<file path="config.mk">
export PLATFORM = sky130hd
export DESIGN_NAME = tx_ep_dbuf
export DESIGN_NICKNAME = d
export VERILOG_FILES = /design/src/rtl/tx_ep_pkg.sv /design/src/rtl/tx_ep_buf.sv /design/src/rtl/tx_ep_ctrl.sv /design/src/rtl/tx_ep_dbuf.sv
export SDC_FILE = /design/constraint.sdc
export NUM_CORES = 1
export LEC_CHECK = 0
export ABC_AREA = 0
export BUFFER_PORTS_ARGS = -buffer_cell sky130_fd_sc_hd__buf_2
export CELL_PAD_IN_SITES_DETAIL_PLACEMENT = 0
export CELL_PAD_IN_SITES_GLOBAL_PLACEMENT = 1
export CORE_ASPECT_RATIO = 0.6
export CORE_MARGIN = 2
export CORE_UTILIZATION = 55
export DETAILED_ROUTE_END_ITERATION = 7
export GPL_ROUTABILITY_DRIVEN = 0
export GPL_TIMING_DRIVEN = 0
export PLACE_DENSITY = 0.83
export REMOVE_ABC_BUFFERS = 1
export SLEW_MARGIN = 20
export SYNTH_ARGS = -nofsm -noshare
export SYNTH_HDL_FRONTEND = slang
export SYNTH_HIERARCHICAL = 1
export SYNTH_SLANG_ARGS = --single-unit
</file>
<file path="constraint.sdc">
create_clock -name clk_i -period 8.5 [get_ports clk_i]
set_input_delay 1.7 -clock clk_i [delete_from_list [all_inputs] [get_ports clk_i]]
set_output_delay 1.7 -clock clk_i [all_outputs]
set_load 0.02 [all_outputs]
</file>
<file path="src/rtl/tx_ep_pkg.sv">
package tx_ep_pkg;
  parameter int unsigned TX_DATA_W  = 8;
  parameter int unsigned TX_MAX_PKT = 64;
endpackage

</file>
<file path="src/rtl/tx_ep_buf.sv">
module tx_ep_buf #(
  parameter int DATA_W = 8,
  parameter int MAX_PKT = 64,
  localparam int CNT_W = $clog2(MAX_PKT + 1),
  localparam int PTR_W = $clog2(MAX_PKT)
) (
  input  logic              clk_i,
  input  logic              rst_ni,
  input  logic              wr_i,
  input  logic [DATA_W-1:0] wr_data_i,
  input  logic              commit_i,
  input  logic              release_i,
  input  logic              clear_i,
  input  logic [PTR_W-1:0]  rd_addr_i,
  output logic [DATA_W-1:0] rd_data_o,
  output logic [CNT_W-1:0]  cnt_o,
  output logic              full_o
);
  logic [DATA_W-1:0] mem [MAX_PKT];

  always_ff @(posedge clk_i) begin
    if (wr_i && !clear_i) mem[cnt_o[PTR_W-1:0]] <= wr_data_i;
  end

  always_ff @(posedge clk_i or negedge rst_ni) begin
    if (!rst_ni) begin
      cnt_o  <= '0;
      full_o <= 1'b0;
    end else if (clear_i) begin
      cnt_o  <= '0;
      full_o <= 1'b0;
    end else begin
      if (wr_i)     cnt_o  <= cnt_o + 1'b1;
      if (commit_i) full_o <= 1'b1;
      if (release_i) begin
        full_o <= 1'b0;
        cnt_o  <= '0;
      end
    end
  end

  assign rd_data_o = mem[rd_addr_i];
endmodule

</file>
<file path="src/rtl/tx_ep_ctrl.sv">
module tx_ep_ctrl #(
  parameter int MAX_PKT = 64,
  localparam int CNT_W = $clog2(MAX_PKT + 1),
  localparam int PTR_W = $clog2(MAX_PKT)
) (
  input  logic                  clk_i,
  input  logic                  rst_ni,
  input  logic                  cfg_we_i,
  input  logic [CNT_W-1:0]      cfg_mps_i,
  input  logic                  wr_en_i,
  input  logic                  pkt_en_i,
  input  logic                  clr_i,
  input  logic                  rd_en_i,
  input  logic [1:0][CNT_W-1:0] cnt_i,
  input  logic [1:0]            full_i,
  output logic [1:0]            buf_wr_o,
  output logic [1:0]            buf_commit_o,
  output logic [1:0]            buf_rel_o,
  output logic                  clear_o,
  output logic                  rd_sel_o,
  output logic [PTR_W-1:0]      rd_ptr_o,
  output logic                  clr_pend_o,
  output logic                  wr_rdy_o,
  output logic                  err_o,
  output logic                  rd_vld_o,
  output logic [CNT_W-1:0]      rd_len_o,
  output logic                  rd_last_o
);
  localparam logic [CNT_W-1:0] MPS_MAX = CNT_W'(MAX_PKT);

  logic             wr_sel_q;
  logic [CNT_W-1:0] mps_q;
  logic             wr_acc, pkt_acc, rd_acc, busy;

  assign wr_acc  = wr_en_i && !full_i[wr_sel_q] && (cnt_i[wr_sel_q] < mps_q);
  assign pkt_acc = pkt_en_i && !full_i[wr_sel_q];

  assign rd_vld_o  = full_i[rd_sel_o];
  assign rd_len_o  = cnt_i[rd_sel_o];
  assign rd_last_o = rd_vld_o && ((rd_len_o == '0) || (CNT_W'(rd_ptr_o) + 1'b1 == rd_len_o));
  assign rd_acc    = rd_en_i && rd_vld_o;
  assign wr_rdy_o  = !(&full_i);

  // clear is deferred while a packet is mid-readout
  assign busy    = (rd_ptr_o != '0);
  assign clear_o = (clr_i || clr_pend_o) && !busy;

  always_comb begin
    for (int i = 0; i < 2; i++) begin
      buf_wr_o[i]     = wr_acc  && (wr_sel_q == 1'(i));
      buf_commit_o[i] = pkt_acc && (wr_sel_q == 1'(i));
      buf_rel_o[i]    = rd_acc && rd_last_o && (rd_sel_o == 1'(i));
    end
  end

  always_ff @(posedge clk_i or negedge rst_ni) begin
    if (!rst_ni) begin
      wr_sel_q   <= 1'b0;
      rd_sel_o   <= 1'b0;
      rd_ptr_o   <= '0;
      clr_pend_o <= 1'b0;
      err_o      <= 1'b0;
      mps_q      <= MPS_MAX;
    end else begin
      err_o      <= wr_en_i && !wr_acc;
      clr_pend_o <= (clr_i || clr_pend_o) && busy;
      if (cfg_we_i) mps_q <= (cfg_mps_i > MPS_MAX) ? MPS_MAX : cfg_mps_i;
      if (clear_o) begin
        wr_sel_q <= 1'b0;
        rd_sel_o <= 1'b0;
        rd_ptr_o <= '0;
      end else begin
        if (pkt_acc) wr_sel_q <= !wr_sel_q;
        if (rd_acc) begin
          if (rd_last_o) begin
            rd_sel_o <= !rd_sel_o;
            rd_ptr_o <= '0;
          end else begin
            rd_ptr_o <= rd_ptr_o + 1'b1;
          end
        end
      end
    end
  end
endmodule

</file>
<file path="src/rtl/tx_ep_dbuf.sv">
module tx_ep_dbuf
  import tx_ep_pkg::*;
#(
  parameter int DATA_W = TX_DATA_W,
  parameter int MAX_PKT = TX_MAX_PKT,
  localparam int CNT_W = $clog2(MAX_PKT + 1),
  localparam int PTR_W = $clog2(MAX_PKT)
) (
  input  logic              clk_i,
  input  logic              rst_ni,
  input  logic              cfg_we_i,
  input  logic [CNT_W-1:0]  cfg_mps_i,
  input  logic              wr_en_i,
  input  logic [DATA_W-1:0] wr_data_i,
  input  logic              pkt_en_i,
  input  logic              clr_i,
  output logic              wr_rdy_o,
  output logic              err_o,
  input  logic              rd_en_i,
  output logic              rd_vld_o,
  output logic [DATA_W-1:0] rd_data_o,
  output logic [CNT_W-1:0]  rd_len_o,
  output logic              rd_last_o
);
  logic [1:0][CNT_W-1:0]  buf_cnt;
  logic [1:0][DATA_W-1:0] buf_data;
  logic [1:0]             buf_full, buf_wr, buf_commit, buf_rel;
  logic                   buf_clear, rd_sel, clr_pend;
  logic [PTR_W-1:0]       rd_ptr;

  tx_ep_ctrl #(.MAX_PKT(MAX_PKT)) u_ctrl (
    .clk_i, .rst_ni, .cfg_we_i, .cfg_mps_i, .wr_en_i, .pkt_en_i, .clr_i, .rd_en_i,
    .cnt_i(buf_cnt), .full_i(buf_full),
    .buf_wr_o(buf_wr), .buf_commit_o(buf_commit), .buf_rel_o(buf_rel),
    .clear_o(buf_clear), .rd_sel_o(rd_sel), .rd_ptr_o(rd_ptr), .clr_pend_o(clr_pend),
    .wr_rdy_o, .err_o, .rd_vld_o, .rd_len_o, .rd_last_o
  );

  for (genvar g = 0; g < 2; g++) begin : g_buf
    tx_ep_buf #(.DATA_W(DATA_W), .MAX_PKT(MAX_PKT)) u_buf (
      .clk_i, .rst_ni,
      .wr_i(buf_wr[g]), .wr_data_i, .commit_i(buf_commit[g]),
      .release_i(buf_rel[g]), .clear_i(buf_clear), .rd_addr_i(rd_ptr),
      .rd_data_o(buf_data[g]), .cnt_o(buf_cnt[g]), .full_o(buf_full[g])
    );
  end

  assign rd_data_o = buf_data[rd_sel];
endmodule

</file>
## Word-level counts from Yosys, hierarchy flattened

Memories as Yosys holds them, arrays and structs flattened.
Index checks and enable logic that the tools add are counted.

| cells by class | value |
|---|---|
| eq/ne operators | 1 |
| multiplexer cells | 35 |
| reductions and logical operators | 37 |
| $add $sub $neg | 4 |
| bitwise logic cells | 2 |
| $lt $le $gt $ge | 4 |

Operators with widths:

| operator | number |
|---|---|
| two-way mux 7 bit | 11 |
| two-way mux 1 bit | 19 |
| two-way mux 6 bit | 3 |
| logical AND 1 bit | 17 |
| two-way mux 8 bit | 2 |
| adder 7 x 1 -> 7 bit, second input constant | 2 |
| nonzero test 3 bit | 4 |
| adder 6 x 1 -> 7 bit, second input constant | 1 |
| == test 7 bit | 1 |
| > comparator 7 bit, second input constant | 1 |
| zero test 1 bit | 7 |
| zero test 7 bit | 1 |
| less-than comparator 7 bit | 1 |
| adder 6 x 1 -> 6 bit, second input constant | 1 |
| nonzero test 2 bit | 3 |
| nonzero test 6 bit | 1 |
| less-than comparator 1 x 2 -> 1 bit, second input constant | 2 |
| AND reduction 2 bit | 2 |
| logical OR 1 bit | 2 |
| NOT 1 bit | 2 |

| storage, ports and cells | value |
|---|---|
| memory bits (writable) | 1024 |
| flip-flop bits (word level) | 33 |
| memories kept | 2 |

Memory list:

| memory | depth | width | read ports | clocked after Yosys merged registers in | write ports | line | RTL |
|---|---|---|---|---|---|---|---|
| g_buf[0].u_buf.mem | 64 | 8 | 1 | 0 | 1 | tx_ep_buf.sv:19 | `logic [DATA_W-1:0] mem [MAX_PKT];` |
| g_buf[1].u_buf.mem | 64 | 8 | 1 | 0 | 1 | tx_ep_buf.sv:19 |  |

## Longest topological paths before layout

| depth | value |
|---|---|
| depth after elaboration | 9 |
| gate-level depth with buffers | 14 |
| gate-level depth less buffers | 12 |

## Cells and area by module

Netlist, hierarchy kept.

By module, submodules not included:

| module | cells an instance | seq. area each (um^2) | area an instance (um^2) | instances |
|---|---|---|---|---|
| tx_ep_buf | 979 | 15574.9 | 20390.8 | 2 |
| tx_ep_ctrl | 155 | 426.7 | 1392.6 | 1 |
| tx_ep_dbuf | 9 | 0.0 | 131.4 | 1 |

## Worst setup path before layout

No wires, ideal clock.

| path | value |
|---|---|
| kind | reg-to-output |
| start point | register u_ctrl.rd_ptr_o[0] |
| end point | output port rd_data_o[3] |
| path slack | 4.535 ns |
| path buffers | 2 |
| stages on the path, launching flop included | 8 |
| data required time | 6.800 ns |
| arrival | 2.265 ns |
| cell sequence | dfrtp_1 > buf_6 > buf_8 > mux4_2 > a2111oi_0 > nor3_1 > a22o_1 > mux2_4 |

RTL lines:

| element | line | RTL |
|---|---|---|
| from (decl) | tx_ep_ctrl.sv:21 | `output logic [PTR_W-1:0] rd_ptr_o,` |
| from (signal assigned) | tx_ep_ctrl.sv:79 | `rd_ptr_o <= rd_ptr_o + 1'b1;` |
| to (decl) | tx_ep_dbuf.sv:21 | `output logic [DATA_W-1:0] rd_data_o,` |

==> results.json <==
{
  "syn-cell-area_sq_mm": 0.0423,
  "path_max_fanout": 36,
  "min_period_ns": 7.61,
  "syn_to_final_growth_pct": 10.1,
  "worst_setup_path_start_kind": "register",
  "p_leak_nw": 14.1,
  "rsz0062_at_grt": "no",
  "drc": 0,
  "tritoncts": "built",
  "drv_slew": 0,
  "synth.avg_cell_area_sq_um": 19.9,
  "wl_per_cell_microns": 29.4,
  "grt.overflow.total": 0,
  "synth_top_flop_cell": "edfxtp_1",
  "p_per_area_mw_per_mm2": 224,
  "track_usage_pct": 24.5,
  "dpl.hpwl_mm": 59.6,
  "synth_top_area_share_pct": 72.7,
  "fp.dieW_microns": 362,
  "ys_ff_latch": 1057,
  "setup_viol": 0,
  "worst-r2r-setup-slack_ns": 3.26,
  "ff2ff_path_depth": 9,
  "die-area_sq_mm": 0.0792,
  "start_util_pct": 55.8,
  "vias_per_cell": 6.59,
  "postSynth.asyncResetShare_pct": 3.12,
  "clock-root-buffer": "clkbuf_16",
  "synth_area_leaders": "edfxtp_1 73%, mux4_2 12%, dfrtp_1 1.9%",
  "cts_buffer_depth": 3,
  "relSlewSlack_pct": 16.8,
  "numCtsBuffers": 91,
  "cts_hold_buf": 0,
  "first_global_vias": 20600,
  "antenna_found_initial": 1,
  "cp.arrival_ns": 5.91,
  "clock-sinks": 1057,
  "clk_pin_slew_ns": 0.07,
  "insertion_delay_ns": 0.68,
  "synth_cell_types": 70,
  "layout-drive-gt1-share_pct": 21.1,
  "final_antenna_net_count": 0,
  "hp-class": "register to register",
  "coreArea_sq_mm": 0.0758,
  "status": "finished, final reports clean",
  "fmax_mhz": 131,
  "grt_max_degree": 112,
  "finClkSkew_ns": 0.0335,
  "hold_path_depth": 2,
  "finalHoldViolCount": 0,
  "ctsHtreeMaxLevel": 3,
  "design.portCount": 41,
  "startpoint": "u_ctrl/rd_ptr_o[0]",
  "cp.required_ns": 6.80,
  "critical_path_class": "register to primary output",
  "rows": 78,
  "grt-busiest-layer": "met1",
  "register_area_sq_mm": 0.0316,
  "fin_tns_setup_ns": 0,
  "multi_input_area_sq_mm": 0.00990,
  "io_buffers": 40,
  "peakVddDrop_mv": 0.182,
  "use_met1_pct": 39.2,
  "post_cts_buffers": 0,
  "vias": 21300,
  "first_iter_violations": 2987,
  "yosysTopAreaCell": "edfxtp_1",
  "fin_crit_sh_pct": 89.5,
  "grt_pass1_wl_mm": 140,
  "endpoint_kind": "primary output",
  "die_h_microns": 219,
  "synth_warnings": 6,
  "cts-resized-gates": 0,
  "fin_area_sq_mm": 0.0466,
  "synth_common_cells": "1024 x edfxtp_1, 218 x mux4_2, 190 x nor2_1, 57 x mux2i_1, 52 x clkbuf_1",
  "worstReg2RegEnd": "g_buf[0].u_buf/mem[38][2]",
  "use_met2_pct": 32.7,
  "layout.nets": 2197,
  "rr_startpoint": "u_ctrl/wr_sel_q",
  "worstMarginPinSlew_ns": 1.23,
  "crit_end": "rd_data_o[1]",
  "drt_wl_total_mm": 95.1,
  "firstDrtPassIters": 6,
  "synthesis.instances": 2122,
  "placed_cell_area_sq_mm": 0.0438,
  "cap_violations": 0,
  "synth_seq_area_share_pct": 74.6,
  "gr-usage-met3_pct": 8.58,
  "synth_most_common_cell": "edfxtp_1",
  "synth_edf_count": 1024,
  "fill_cells": 5118,
  "n_antenna_cell": 0
}
-- flip-flops by register name, summed over array words and instances (netlist names) --
name,cells
g_buf.u_buf/mem,1024
g_buf.u_buf/cnt_o,14
u_ctrl/mps_q,7
u_ctrl/rd_ptr_o,6
g_buf.u_buf/full_o,2
u_ctrl/clr_pend_o,1
u_ctrl/err_o,1
u_ctrl/rd_sel_o,1
u_ctrl/wr_sel_q,1
-- logic make-up after synthesis --
logic type                 synth area share (%)
muxes                                      15.0
AOI/OAI and AO/OA                          3.72
adders and majority gates                 0.296
xor gates and xnor gates                  0.352
buffers and inverters                      1.97
and+or+nand+nor                            4.05
DFF                                        74.6
-- per-stage QoR --
stage	util [%]	power [mW]	worst slack (ns)	cells	hold WS (ns)
after CTS	61.4	10.5	0.986	3237	0.534
after global placement	56.7	6.64	-10.93	3046	0.517
final	61.4	10.4	0.889	3237	0.531
after detailed placement	57.7	6.53	1.70	3072	0.522
after global routing	61.4	10.7	0.577	3237	0.554
after floorplan	-	6.36	-5.26	2006	0.476
-- placed cells by master (no fill, tap or decap), drive strengths merged, types with 8 or more instances in the layout --
cell type  synthesis  routed
a2111oi           13      13
a21oi             22      22
a22oi             18      18
a31oi             14      14
a32oi             10      10
buf               64      66
clkbuf            52     125
clkinv             2      30
dfrtp             32      32
edfxtp          1024    1024
ha                10      10
inv               17      23
mux2              19      19
mux2i             59      59
mux4             240     240
nand2             47      47
nand2b             8       8
nand3             29      29
nand3b            14      14
nand4              8       8
nor2             190     190
nor2b             23      23
nor3              11      11
nor3b              8       8
o21ai             37      37
o221ai            14      14
o22ai             38      38
or2               12      12
xnor2              9       9
xor2               8       8
-- worst min-delay path by stage --
stage / from / to / slack [ns]
2_1_floorplan: u_ctrl/mps_q[6] / u_ctrl/mps_q[6] / 0.48
6_report: u_ctrl/mps_q[6] / u_ctrl/mps_q[6] / 0.53
3_5_place_dp: u_ctrl/mps_q[6] / u_ctrl/mps_q[6] / 0.52
4_1_cts: u_ctrl/mps_q[6] / u_ctrl/mps_q[6] / 0.53
5_1_grt: u_ctrl/mps_q[6] / u_ctrl/mps_q[6] / 0.55
3_3_place_gp: u_ctrl/mps_q[6] / u_ctrl/mps_q[6] / 0.52
-- per-layer routing --
metal | vias to the layer above | share of wire (%)
li1 | 8847 | -
met1 | 11200 | 44
met2 | 1186 | 42
met3 | 123 | 13
met4 | 2 | 1.4
met5 | - | 0.014
-- where the power goes --
part           internal, mW  switching, mW  total (mW)  leakage [nW]
clock                  2.19           1.82        4.00          1.38
combinational         0.271          0.385       0.657          3.07
sequential             5.73         0.0340        5.77          9.64
total                  8.19           2.23        10.4          14.1
-- layout make-up --
| cell class | count | share of cell area (%) |
|---|---|---|
| clock buffer | 125 | 5.30 |
| inverter | 19 | 0.153 |
| multi-input combinational | 930 | 21.3 |
| timing repair buffer | 66 | 2.01 |
| sequential | 1057 | 67.9 |
| tap | 1000 | 2.69 |
| clock inverter | 40 | 0.744 |
-- critical path, cell delays in order, from the launching register on --
cell and delay, ns:
dfrtp_4 0.56, buf_16 0.27, buf_16 0.28, buf_16 0.30, buf_16 0.31, buf_16 0.27
buf_16 0.29, mux4_2 0.56, o22ai_1 0.30, nor2_1 0.14, o21ai_0 0.97, o211ai_1 0.31
mux2_4 0.41, buf_2 0.17
Power figures use the tool's default switching activity.
